<file path="config.mk">
export PLATFORM = sky130hd
export DESIGN_NAME = ecc_sector_corrector
export DESIGN_NICKNAME = d
export VERILOG_FILES = /design/src/rtl/ecc_chk_pkg.sv /design/src/rtl/ecc_rst_sync.sv /design/src/rtl/ecc_diff_unit.sv /design/src/rtl/ecc_class_unit.sv /design/src/rtl/ecc_locate_unit.sv /design/src/rtl/ecc_sector_corrector.sv
export SDC_FILE = /design/constraint.sdc
export NUM_CORES = 1
export LEC_CHECK = 0
export CAP_MARGIN = 15
export CORE_MARGIN = 10
export CORE_UTILIZATION = 47
export CTS_CLUSTER_DIAMETER = 40
export DETAILED_ROUTE_END_ITERATION = 8
export GPL_ROUTABILITY_DRIVEN = 0
export PLACE_DENSITY = 0.88
export SYNTH_ARGS = -nofsm -noshare
export SYNTH_HDL_FRONTEND = slang
export SYNTH_SLANG_ARGS = --single-unit
export TNS_END_PERCENT = 10
</file>
<file path="constraint.sdc">
create_clock -name clk -period 1.4 [get_ports clk]
set_input_delay 0.14 -clock clk [delete_from_list [all_inputs] [get_ports clk]]
set_output_delay 0.14 -clock clk [all_outputs]
set_load 0.1 [all_outputs]
</file>
<file path="src/rtl/ecc_chk_pkg.sv">
package ecc_chk_pkg;
  localparam int ECC_BYTES   = 3;
  localparam int DIFF_W      = 8 * ECC_BYTES;
  localparam int BYTE_IDX_W  = 9;
  localparam int BIT_IDX_W   = 3;
  localparam int STATUS_W    = 2;

  typedef enum logic [STATUS_W-1:0] {
    ST_CLEAN    = 2'd0,
    ST_DATA_FIX = 2'd1,
    ST_ECC_ONLY = 2'd2,
    ST_FATAL    = 2'd3
  } ecc_status_e;
endpackage

</file>
<file path="src/rtl/ecc_rst_sync.sv">
module ecc_rst_sync #(
  parameter int STAGES = 2
) (
  input  logic clk,
  input  logic arst_n,
  output logic srst_n
);
  localparam int LAST = STAGES - 1;

  logic [LAST:0] chain_q;
  logic [LAST:0] chain_d;

  generate
    if (STAGES == 1) begin : g_single
      always_comb chain_d = 1'b1;
    end else begin : g_multi
      always_comb chain_d = {chain_q[LAST-1:0], 1'b1};
    end
  endgenerate

  always_ff @(posedge clk or negedge arst_n) begin
    if (!arst_n) chain_q <= '0;
    else         chain_q <= chain_d;
  end

  assign srst_n = chain_q[LAST];
endmodule

</file>
<file path="src/rtl/ecc_diff_unit.sv">
module ecc_diff_unit
  import ecc_chk_pkg::*;
(
  input  logic [DIFF_W-1:0] stored_ecc,
  input  logic [DIFF_W-1:0] calc_ecc,
  input  logic              ignore_blank,
  output logic [DIFF_W-1:0] diff,
  output logic              diff_zero,
  output logic              blank_skip
);
  // Difference between the two codes, one bit per parity term.
  assign diff       = stored_ecc ^ calc_ecc;
  assign diff_zero  = (diff == '0);
  // An erased page reads back as all ones in the spare area.
  assign blank_skip = ignore_blank && (&stored_ecc);
endmodule

</file>
<file path="src/rtl/ecc_class_unit.sv">
module ecc_class_unit
  import ecc_chk_pkg::*;
(
  input  logic [DIFF_W-1:0] diff,
  input  logic              diff_zero,
  input  logic              blank_skip,
  output ecc_status_e       status
);
  logic [ECC_BYTES-1:0] pair_ok;
  logic                 all_pairs_ok;
  logic                 one_hot_diff;
  logic [DIFF_W-1:0]    diff_minus1;

  // A single data-bit flip inverts exactly one member of every
  // parity pair, so each pair in each byte must differ.
  generate
    for (genvar g = 0; g < ECC_BYTES; g++) begin : g_pair
      logic [7:0] dbyte;
      logic [7:0] neigh;
      assign dbyte      = diff[8*g +: 8];
      assign neigh      = dbyte ^ (dbyte >> 1);
      assign pair_ok[g] = ((neigh & 8'h55) == 8'h55);
    end
  endgenerate

  assign all_pairs_ok = &pair_ok;
  assign diff_minus1  = diff - 1'b1;
  assign one_hot_diff = !diff_zero && ((diff & diff_minus1) == '0);

  always_comb begin
    if (diff_zero || blank_skip) status = ST_CLEAN;
    else if (all_pairs_ok)       status = ST_DATA_FIX;
    else if (one_hot_diff)       status = ST_ECC_ONLY;
    else                         status = ST_FATAL;
  end
endmodule

</file>
<file path="src/rtl/ecc_locate_unit.sv">
module ecc_locate_unit
  import ecc_chk_pkg::*;
(
  input  logic [DIFF_W-1:0]     diff,
  output logic [BYTE_IDX_W-1:0] byte_idx,
  output logic [BIT_IDX_W-1:0]  bit_idx
);
  // The odd-numbered difference bits carry the location: the lower
  // nine of them give the byte, the upper three give the bit.
  localparam int ODD_W = DIFF_W / 2;

  logic [ODD_W-1:0] odd_bits;

  generate
    for (genvar j = 0; j < ODD_W; j++) begin : g_odd
      assign odd_bits[j] = diff[2*j + 1];
    end
  endgenerate

  assign byte_idx = odd_bits[BYTE_IDX_W-1:0];
  assign bit_idx  = odd_bits[BYTE_IDX_W +: BIT_IDX_W];
endmodule

</file>
<file path="src/rtl/ecc_sector_corrector.sv">
module ecc_sector_corrector
  import ecc_chk_pkg::*;
#(
  parameter int RST_STAGES = 2
) (
  input  logic                  clk,
  input  logic                  rst_n,
  input  logic                  start_i,
  input  logic [DIFF_W-1:0]     stored_ecc_i,
  input  logic [DIFF_W-1:0]     calc_ecc_i,
  input  logic                  ignore_blank_i,
  output logic                  done_o,
  output logic [STATUS_W-1:0]   status_o,
  output logic [BYTE_IDX_W-1:0] byte_idx_o,
  output logic [BIT_IDX_W-1:0]  bit_idx_o
);
  logic                  srst_n;
  logic [DIFF_W-1:0]     diff;
  logic                  diff_zero;
  logic                  blank_skip;
  ecc_status_e           cls_status;
  logic [BYTE_IDX_W-1:0] loc_byte;
  logic [BIT_IDX_W-1:0]  loc_bit;

  ecc_status_e           status_q, status_d;
  logic [BYTE_IDX_W-1:0] byte_q, byte_d;
  logic [BIT_IDX_W-1:0]  bit_q, bit_d;
  logic                  done_q, done_d;
  logic                  res_en;

  ecc_rst_sync #(.STAGES(RST_STAGES)) u_rst (
    .clk    (clk),
    .arst_n (rst_n),
    .srst_n (srst_n)
  );

  ecc_diff_unit u_diff (
    .stored_ecc   (stored_ecc_i),
    .calc_ecc     (calc_ecc_i),
    .ignore_blank (ignore_blank_i),
    .diff         (diff),
    .diff_zero    (diff_zero),
    .blank_skip   (blank_skip)
  );

  ecc_class_unit u_class (
    .diff       (diff),
    .diff_zero  (diff_zero),
    .blank_skip (blank_skip),
    .status     (cls_status)
  );

  ecc_locate_unit u_loc (
    .diff     (diff),
    .byte_idx (loc_byte),
    .bit_idx  (loc_bit)
  );

  // Next-state: results load on a start; indices load only for a
  // repairable data error and are cleared otherwise.
  always_comb begin
    res_en   = start_i;
    done_d   = start_i;
    status_d = status_q;
    byte_d   = byte_q;
    bit_d    = bit_q;
    if (res_en) begin
      status_d = cls_status;
      if (cls_status == ST_DATA_FIX) begin
        byte_d = loc_byte;
        bit_d  = loc_bit;
      end else begin
        byte_d = '0;
        bit_d  = '0;
      end
    end
  end

  always_ff @(posedge clk or negedge srst_n) begin
    if (!srst_n) begin
      done_q   <= 1'b0;
      status_q <= ST_CLEAN;
      byte_q   <= '0;
      bit_q    <= '0;
    end else begin
      done_q <= done_d;
      if (res_en) begin
        status_q <= status_d;
        byte_q   <= byte_d;
        bit_q    <= bit_d;
      end
    end
  end

  assign done_o     = done_q;
  assign status_o   = status_q;
  assign byte_idx_o = byte_q;
  assign bit_idx_o  = bit_q;
endmodule

</file>
==> impl.org, run 1 <==
** Outcome
- The flow did not finish.
- The flow stopped in global routing (5_1_grt).
- The tool reported: "[ERROR DPL-0038] Utilization greater than 100%, impossible to legalize".

** Synthesis
- Synthesized area :: 1700 um^2
- By count the netlist is led by sky130_fd_sc_hd__dfrtp_1, sky130_fd_sc_hd__ha_1, sky130_fd_sc_hd__nand2_1.
- Avg Inst Size Synth :: 9.53 um^2
- In this run, synthesis produced a sequential element count of 17.
- Number of enable-type register cells in the synthesized netlist :: 0
- Leading post-synthesis cells by cell area :: sky130_fd_sc_hd__dfrtp_1, sky130_fd_sc_hd__ha_1, sky130_fd_sc_hd__xnor2_2, sky130_fd_sc_hd__o2bb2ai_1, sky130_fd_sc_hd__nand4_1
- Counting every net in the synthesized netlist gives 245.
- Number of distinct library cells after synthesis :: 43
- For this run, the leading register cell type out of synthesis is sky130_fd_sc_hd__dfrtp_1.
- Synth Warn # :: 0
- The synthesized design spends more area on one cell type than any other, namely sky130_fd_sc_hd__dfrtp_1.
- Async set-or-reset flop fraction in the synthesized netlist :: 100%
- Sequential-to-total area share from yosys stat :: 25.1%
- Among all cell types in the netlist, the one instantiated most often is sky130_fd_sc_hd__dfrtp_1.
- After technology mapping, the gate count stands at 178.
- In this run the biggest area consumer among cell types represents 25.1% of the synthesized area.

** Placement
- After detailed placement, the total cell area comes to 3010 um^2.
- Number of input and output port buffers inserted :: 66
- Detailed placement ended at an HPWL of 6060 um.

** CTS
- Clock sinks :: 17
- Counting along the longest clock path gives a buffer depth of 2.
- Total number of H-tree levels :: 1
- The root buffer cell chosen for the clock tree is sky130_fd_sc_hd__clkbuf_4.
- Num CTS Buffers :: 3

** Floorplanning
- Once the floorplan was initialized, standard cells occupied 49.7% of the core.
- Top-Level Pins :: 67
- Measured along the x axis, the die boundary spans 80.1 um.
- Row generation in the floorplan step produced 21 rows.
- The die is 80.1 um tall.

** Global routing
- Largest net degree at the start of global routing :: 16

** Timing
- Kind of endpoint with the least setup slack :: register data pin
- Worst Endpoint after GRT Repair :: status_o[0]$_DFFE_PN0P_/D
## kinds of logic after synthesis
group                      share of synthesized area [%]
other                                              0.221
DFF                                                 25.1
and+or+nand+nor                                     21.4
buffers and inverters                               3.39
adders and majority gates                           11.1
xor gates and xnor gates                            17.9
AOI/OAI and AO/OA                                   20.9
## through the flow
step                      setup TNS (ns)  hold slack (ns)  setup slack (ns)  util [%]  std cells
after floorplan                    -2.11           -0.156            -0.182         -        178
after CTS                          -2.79            0.279            -0.233      96.8        356
after global placement            -10.76            0.254            -0.811      88.1        335
after detailed placement          -12.62            0.268            -0.979      88.1        335
## what timing repair did
action / in CTS
setup endpoints to repair: 14
hold buffers: 1
endpoints found under the hold margin: 2
pin swaps: 37
buffers inserted: 16
gates resized for setup: 91
cloned: 1
==> inputs of run 2 (changes only) <==
Settings changed: CORE_UTILIZATION 47 to 40, CTS_CLUSTER_DIAMETER 40 to default, PLACE_DENSITY 0.88 to default, PLACE_DENSITY_LB_ADDON from default to 0.15.
==> impl.org, run 2 <==
** Pwr
- Largest voltage drop on the vdd net :: 732 uV
- Leakage dissipation :: 1.63 nW
- Power spread over the standard cell area amounts to 631 nW/um^2.
- Total power for the finished layout comes to 2.38 mW.

** Floorplanning
- Top-Level Pins :: 67
- Die H :: 85.1 um
- The floorplan step defined a core boundary enclosing 4060 um^2.
- Effective utilization at floorplan :: 41.8%
- Row generation in the floorplan step produced 23 rows.
- In this run the horizontal extent of the chip is 85.1 um.
- Overall die area :: 7250 um^2

** Hold path
- The worst hold path belongs to the class input pin to async pin.

** Global routing
- First-pass GRT wire length :: 14,700 um
- The number of global-route vias before repair was 2,618.
- For this run, the total global-route usage over all layers was measured as 25.5%.
- Summed over all layers, the global routing overflow is 0.
- The layer flagged by global routing as most heavily used is met2.
- For met2 alone, demand over resource in global routing was 45.4%.
- The initial antenna violation count was 1.
- For this run, global-route usage on met1 was measured as 27.0%.
- Global routing consumed, on the met3 layer, 6.21% of the routing resources.
- Entering global routing, the biggest net connects 14 pins.

** Timing
- Setup repair after global routing could not meet its margin everywhere.
- Final worst clock skew :: 0.00651 ns
- Final number of max-transition violations :: 0
- Worst rel slew slack :: 62.2%
- Setup violations remaining at the end of the flow were counted as 14.
- Setup total negative slack on the finished layout was measured at -5.79 ns.
- Worst hold margin :: 0.0546 ns
- Setup ws final :: -0.466 ns
- Count of endpoints failing hold in the final timing report :: 0
- Min cycle time layout :: 1.87 ns
- At the pin with the least slew margin, the transition time is 0.562 ns.
- Peak Freq :: 0.536 GHz
- Post-route fraction of the period consumed by the critical path :: 133%

** Detailed routing
- After detailed routing, the number of remaining DRC violations is 0.
- In the routed layout, each cell is associated on average with a via count of 6.55.
- Final routed wirelength across all metal layers :: 10,700 um
- Number of vias after detailed routing :: 2,536
- For this block, the initial DRC count from the detailed router was 337.
- Post-detailed-route count of antenna-violating nets :: 0
- Routed len/inst :: 27.7 um
- The pre-antenna-repair detailed-routing pass consisted of 8 iterations.

** Synthesis
- Counting every instance in the synthesized netlist gives 178.
- Number of enable-type register cells in the synthesized netlist :: 0
- Leading post-synthesis cells by cell area :: sky130_fd_sc_hd__dfrtp_1, sky130_fd_sc_hd__ha_1, sky130_fd_sc_hd__xnor2_2, sky130_fd_sc_hd__o2bb2ai_1, sky130_fd_sc_hd__nand4_1
- When the netlist entered floorplanning its net count stood at 245.
- Yosys mapped the design onto 43 distinct sky130hd cell types.
- Among all flip-flop cells after synthesis, the most frequent one is sky130_fd_sc_hd__dfrtp_1.
- Ranking of synthesized cells by instance count :: sky130_fd_sc_hd__dfrtp_1, sky130_fd_sc_hd__ha_1, sky130_fd_sc_hd__nand2_1
- After synthesis the cells add up to 1700 um^2.
- Synth Warn # :: 0
- Sequential elements use 25.1% of the synthesized area.
- Synthesis-stage register bit count :: 17
- After synthesis, the share of flip-flops with an asynchronous set or reset is 100%.
- Most frequent cell after synthesis :: sky130_fd_sc_hd__dfrtp_1
- After synthesis, the mean cell area works out to 9.53 um^2.
- Proportion of netlist area held by the largest area contributor :: 25.1%
- Dominant cell type by area after synthesis :: sky130_fd_sc_hd__dfrtp_1

** Critical path
- Register-to-register path setup slack :: -0.33 ns
- Counting stages on the worst path, the most repeated cell is sky130_fd_sc_hd__nand2_1.
- At the worst endpoint, the arrival time is 1.96 ns.
- The critical path goes through clkdlybuf4s15_2 -> xnor2_2 -> ha_2 -> nand2_1 -> nor4_4 -> nand2_1 -> o31a_4 -> nor2_4 -> a41oi_2.
- For the worst setup path, the data required time is 1.50 ns.
- Worst-path maximum fanout :: 4
- R2R cell count :: 5
- Endpoint of the lowest-slack register-to-register path :: status_o[0]$_DFFE_PN0P_
- Setup crit end kind :: register
- Crit path launch type :: input pin
- Crit path largest cell delay :: 0.41 ns
- The startpoint identified for the worst register-to-register timing path is status_o[0]$_DFFE_PN0P_.
- The critical path in this run is classified as input pin to register.
- The largest individual stage delay along the critical path comes from the cell sky130_fd_sc_hd__o31a_4.
- Number of buffers and inverters on the critical path :: 1
- Critical path's top delay family :: simple AND/OR/NAND/NOR gates

** Layout
- Number of nets in the finished design :: 402
- Leading cell type in the layout, fill and taps excluded :: sky130_fd_sc_hd__buf_4
- Cells fill 92.9% of the core in the end.
- The area growth from synthesis to layout is 122%.
- Most frequent cells in the layout :: sky130_fd_sc_hd__buf_4, sky130_fd_sc_hd__buf_2, sky130_fd_sc_hd__buf_6, sky130_fd_sc_hd__dfrtp_1, sky130_fd_sc_hd__buf_12
- The register with the most flip-flops in the layout has 9 of them.
- Of the cells placed in the final design, the portion with a size suffix greater than 1 is 71.0%.

** CTS
- For this design, the sink count on the clock tree is 17.
- Total number of H-tree levels :: 1
- The cell sitting at the root of the clock tree is a sky130_fd_sc_hd__clkbuf_8.
- Clock buffer depth :: 2
- Clock-pin slew was measured on the worst setup and hold paths at 0.07 ns.
- Num CTS Buffers :: 3
- The clock reaches the later pin of the worst-skew pair after 0.26 ns.
- TritonCTS built the clock tree.
- After clock tree synthesis, the flow added hold-fix buffers numbering 0.

** Outcome
- The flow ran to the end, but the final reports show violations.
- The checks that failed: negative setup slack.

** Placement
- Number of input and output port buffers inserted :: 66
- The HPWL after detailed placement is 5230 um.

** Job
- Max cap viols :: 0
## run 2: cell counts after synthesis
Identical to the previous run, type by type.
## run 2: cells by family after synthesis
| kind of cell | count (synthesis) | synth area share (%) |
|---|---|---|
| AOI/OAI and AO/OA | 48 | 20.9 |
| and+or+nand+nor | 58 | 21.4 |
| DFF | 17 | 25.1 |
| adders and majority gates | 15 | 11.1 |
| buffers and inverters | 15 | 3.39 |
| xor gates and xnor gates | 24 | 17.9 |
| other | 1 | 0.221 |
## run 2: stage by stage
step	setup slack, ns	area [um^2]	instances
floorplan	-0.182	1800	178
global placement	-0.894	3010	338
detailed placement	-0.922	3010	338
CTS	-0.161	3750	384
global route	-0.454	3770	387
finish	-0.466	3770	387
## run 2: worst max-delay path by stage
stage                     cells after the start                         to             start  slack (ns)
after floorplan                               9  byte_idx_o[0]$_DFFE_PN0P_   stored_ecc_i[5]       -0.18
after global routing                          9    status_o[0]$_DFFE_PN0P_    calc_ecc_i[14]       -0.45
final                                         9    status_o[0]$_DFFE_PN0P_  stored_ecc_i[23]       -0.47
after global placement                        8    status_o[0]$_DFFE_PN0P_   stored_ecc_i[0]       -0.89
after CTS                                     9    status_o[0]$_DFFE_PN0P_   stored_ecc_i[7]       -0.16
after detailed placement                      8    status_o[0]$_DFFE_PN0P_   stored_ecc_i[1]       -0.92
## run 2: layout make-up
type,instances,area (um^2)
diodes,3,7.51
well taps,50,62.6
repair buffers,153,1370
multi-input cells,147,1810
clock buffers,4,45.0
inverters,13,48.8
fillers,139,287
flip-flops and latches,17,429
## run 2: routing by layer
layer | vias to the layer above | share of wire, %
met2 | 241 | 48
met1 | 1191 | 34
met4 | 0 | 7.8
met5 | - | 0
met3 | 106 | 11
li1 | 998 | -
## run 2: report_power, final
group	internal [mW]	switching, mW	leakage (nW)
clock network	0.202	0.166	0.0228
logic	0.734	0.764	1.38
registers	0.501	0.0121	0.224
total	1.44	0.941	1.63
## run 2: worst reg2reg max path, stage by stage (launching register included)
cell	delay, ns
sky130_fd_sc_hd__dfrtp_4	0.49
sky130_fd_sc_hd__nor2b_4	0.15
sky130_fd_sc_hd__nor4_2	0.35
sky130_fd_sc_hd__o2111ai_2	0.18
sky130_fd_sc_hd__nor4_2	0.20
sky130_fd_sc_hd__a41oi_2	0.19
## run 2: timing repair
| action | in CTS | in global routing |
|---|---|---|
| resized for setup | 280 | 5 |
| endpoints found under the setup margin | 14 | 14 |
| cloned | 1 | 0 |
| pin swaps | 68 | 3 |
| setup buffers | 42 | 0 |
No activity file was read; power rests on OpenSTA's default activity.
==> inputs of run 3 (changes only) <==
Settings changed: REMOVE_ABC_BUFFERS from default to 1.
Clock period 1.4 ns to 1.6 ns, I/O delays scaled along.
==> impl.org, run 3 <==
** Outcome
- The run stopped with a tool error.
- Stopping stage :: global routing (5_1_grt)
- First Error :: [ERROR GRT-0232] Routing congestion too high. Check the congestion heatmap in the GUI.

** Synthesis
- Async set-or-reset flop fraction in the synthesized netlist :: 100%
- After synthesis, the largest area contributor takes up 25.1% of total cell area.
- A synthesized cell averages 9.53 um^2.
- Ranking of synthesized cells by instance count :: sky130_fd_sc_hd__dfrtp_1, sky130_fd_sc_hd__ha_1, sky130_fd_sc_hd__nand2_1
- Synth Warn # :: 0
- Most frequent cell after synthesis :: sky130_fd_sc_hd__dfrtp_1
- Synth Flop Type :: sky130_fd_sc_hd__dfrtp_1
- The cell area that synthesis handed to floorplanning was 1700 um^2.
- The share of the Yosys chip area taken by registers is 25.1%.
- Number of enable-type register cells in the synthesized netlist :: 0
- Synthesis produced 178 cells.
- Synthesis-stage register bit count :: 17
- Dominant cell type by area after synthesis :: sky130_fd_sc_hd__dfrtp_1
- Number of distinct library cells after synthesis :: 43
- Leading post-synthesis cells by cell area :: sky130_fd_sc_hd__dfrtp_1, sky130_fd_sc_hd__ha_1, sky130_fd_sc_hd__xnor2_2, sky130_fd_sc_hd__o2bb2ai_1, sky130_fd_sc_hd__nand4_1

** Placement
- Number of input and output port buffers inserted :: 66
- Worst setup slack before clock tree synthesis :: -0.712 ns
- Cell area after placement :: 2990 um^2
- Post-detailed-placement half-perimeter wirelength :: 5290 um

** Global routing
- Total global routing overflow :: 64
- Entering global routing, the biggest net connects 16 pins.
- The initial antenna violation count was 1.
- Overall global routing resource usage :: 61.3%

** CTS
- Clock tree synthesis found a total of 17 sinks.
- Total number of H-tree levels :: 1
- CTS placed an instance of sky130_fd_sc_hd__clkbuf_8 at the clock tree root.
- Buffers inserted during clock tree synthesis total 3.
- Counting along the longest clock path gives a buffer depth of 2.

** Floorplanning
- Row generation in the floorplan step produced 23 rows.
- Top-Level Pins :: 67
- The die is 85.1 um tall.
- Effective utilization at floorplan :: 41.8%
- In this run the horizontal extent of the chip is 85.1 um.

** Timing
- After the last repair the worst path ends at a register data pin.
- When the global-route repair_timing finished, the worst setup path ended at status_o[0]$_DFFE_PN0P_/D.
run 3: cell counts after synthesis:
Identical to the previous run, type by type.
run 3: through the flow:
step | setup TNS [ns] | cells
after floorplan | -1.87 | 176
after global placement | -9.15 | 348
after detailed placement | -9.40 | 348
after CTS | -0.762 | 387
run 3: logic make-up after synthesis:
group / count (synthesis) / share of synthesized area [%]
other: 1 / 0.221
DFF: 17 / 25.1
AOI/OAI and AO/OA: 48 / 20.9
and+or+nand+nor: 58 / 21.4
buffers and inverters: 15 / 3.39
adders and majority gates: 15 / 11.1
xor gates and xnor gates: 24 / 17.9
run 3: metal layers:
layer  overflow  track usage, %
met3          0            49.5
met2         39            75.1
met5          0            11.9
met1          0            59.1
met4         25            65.9
run 3: repair_timing:
item	4_1_cts
hold buffers	0
gates resized for setup	243
gates cloned	1
buffers inserted	34
endpoints found under the setup margin	14
pin swaps	56
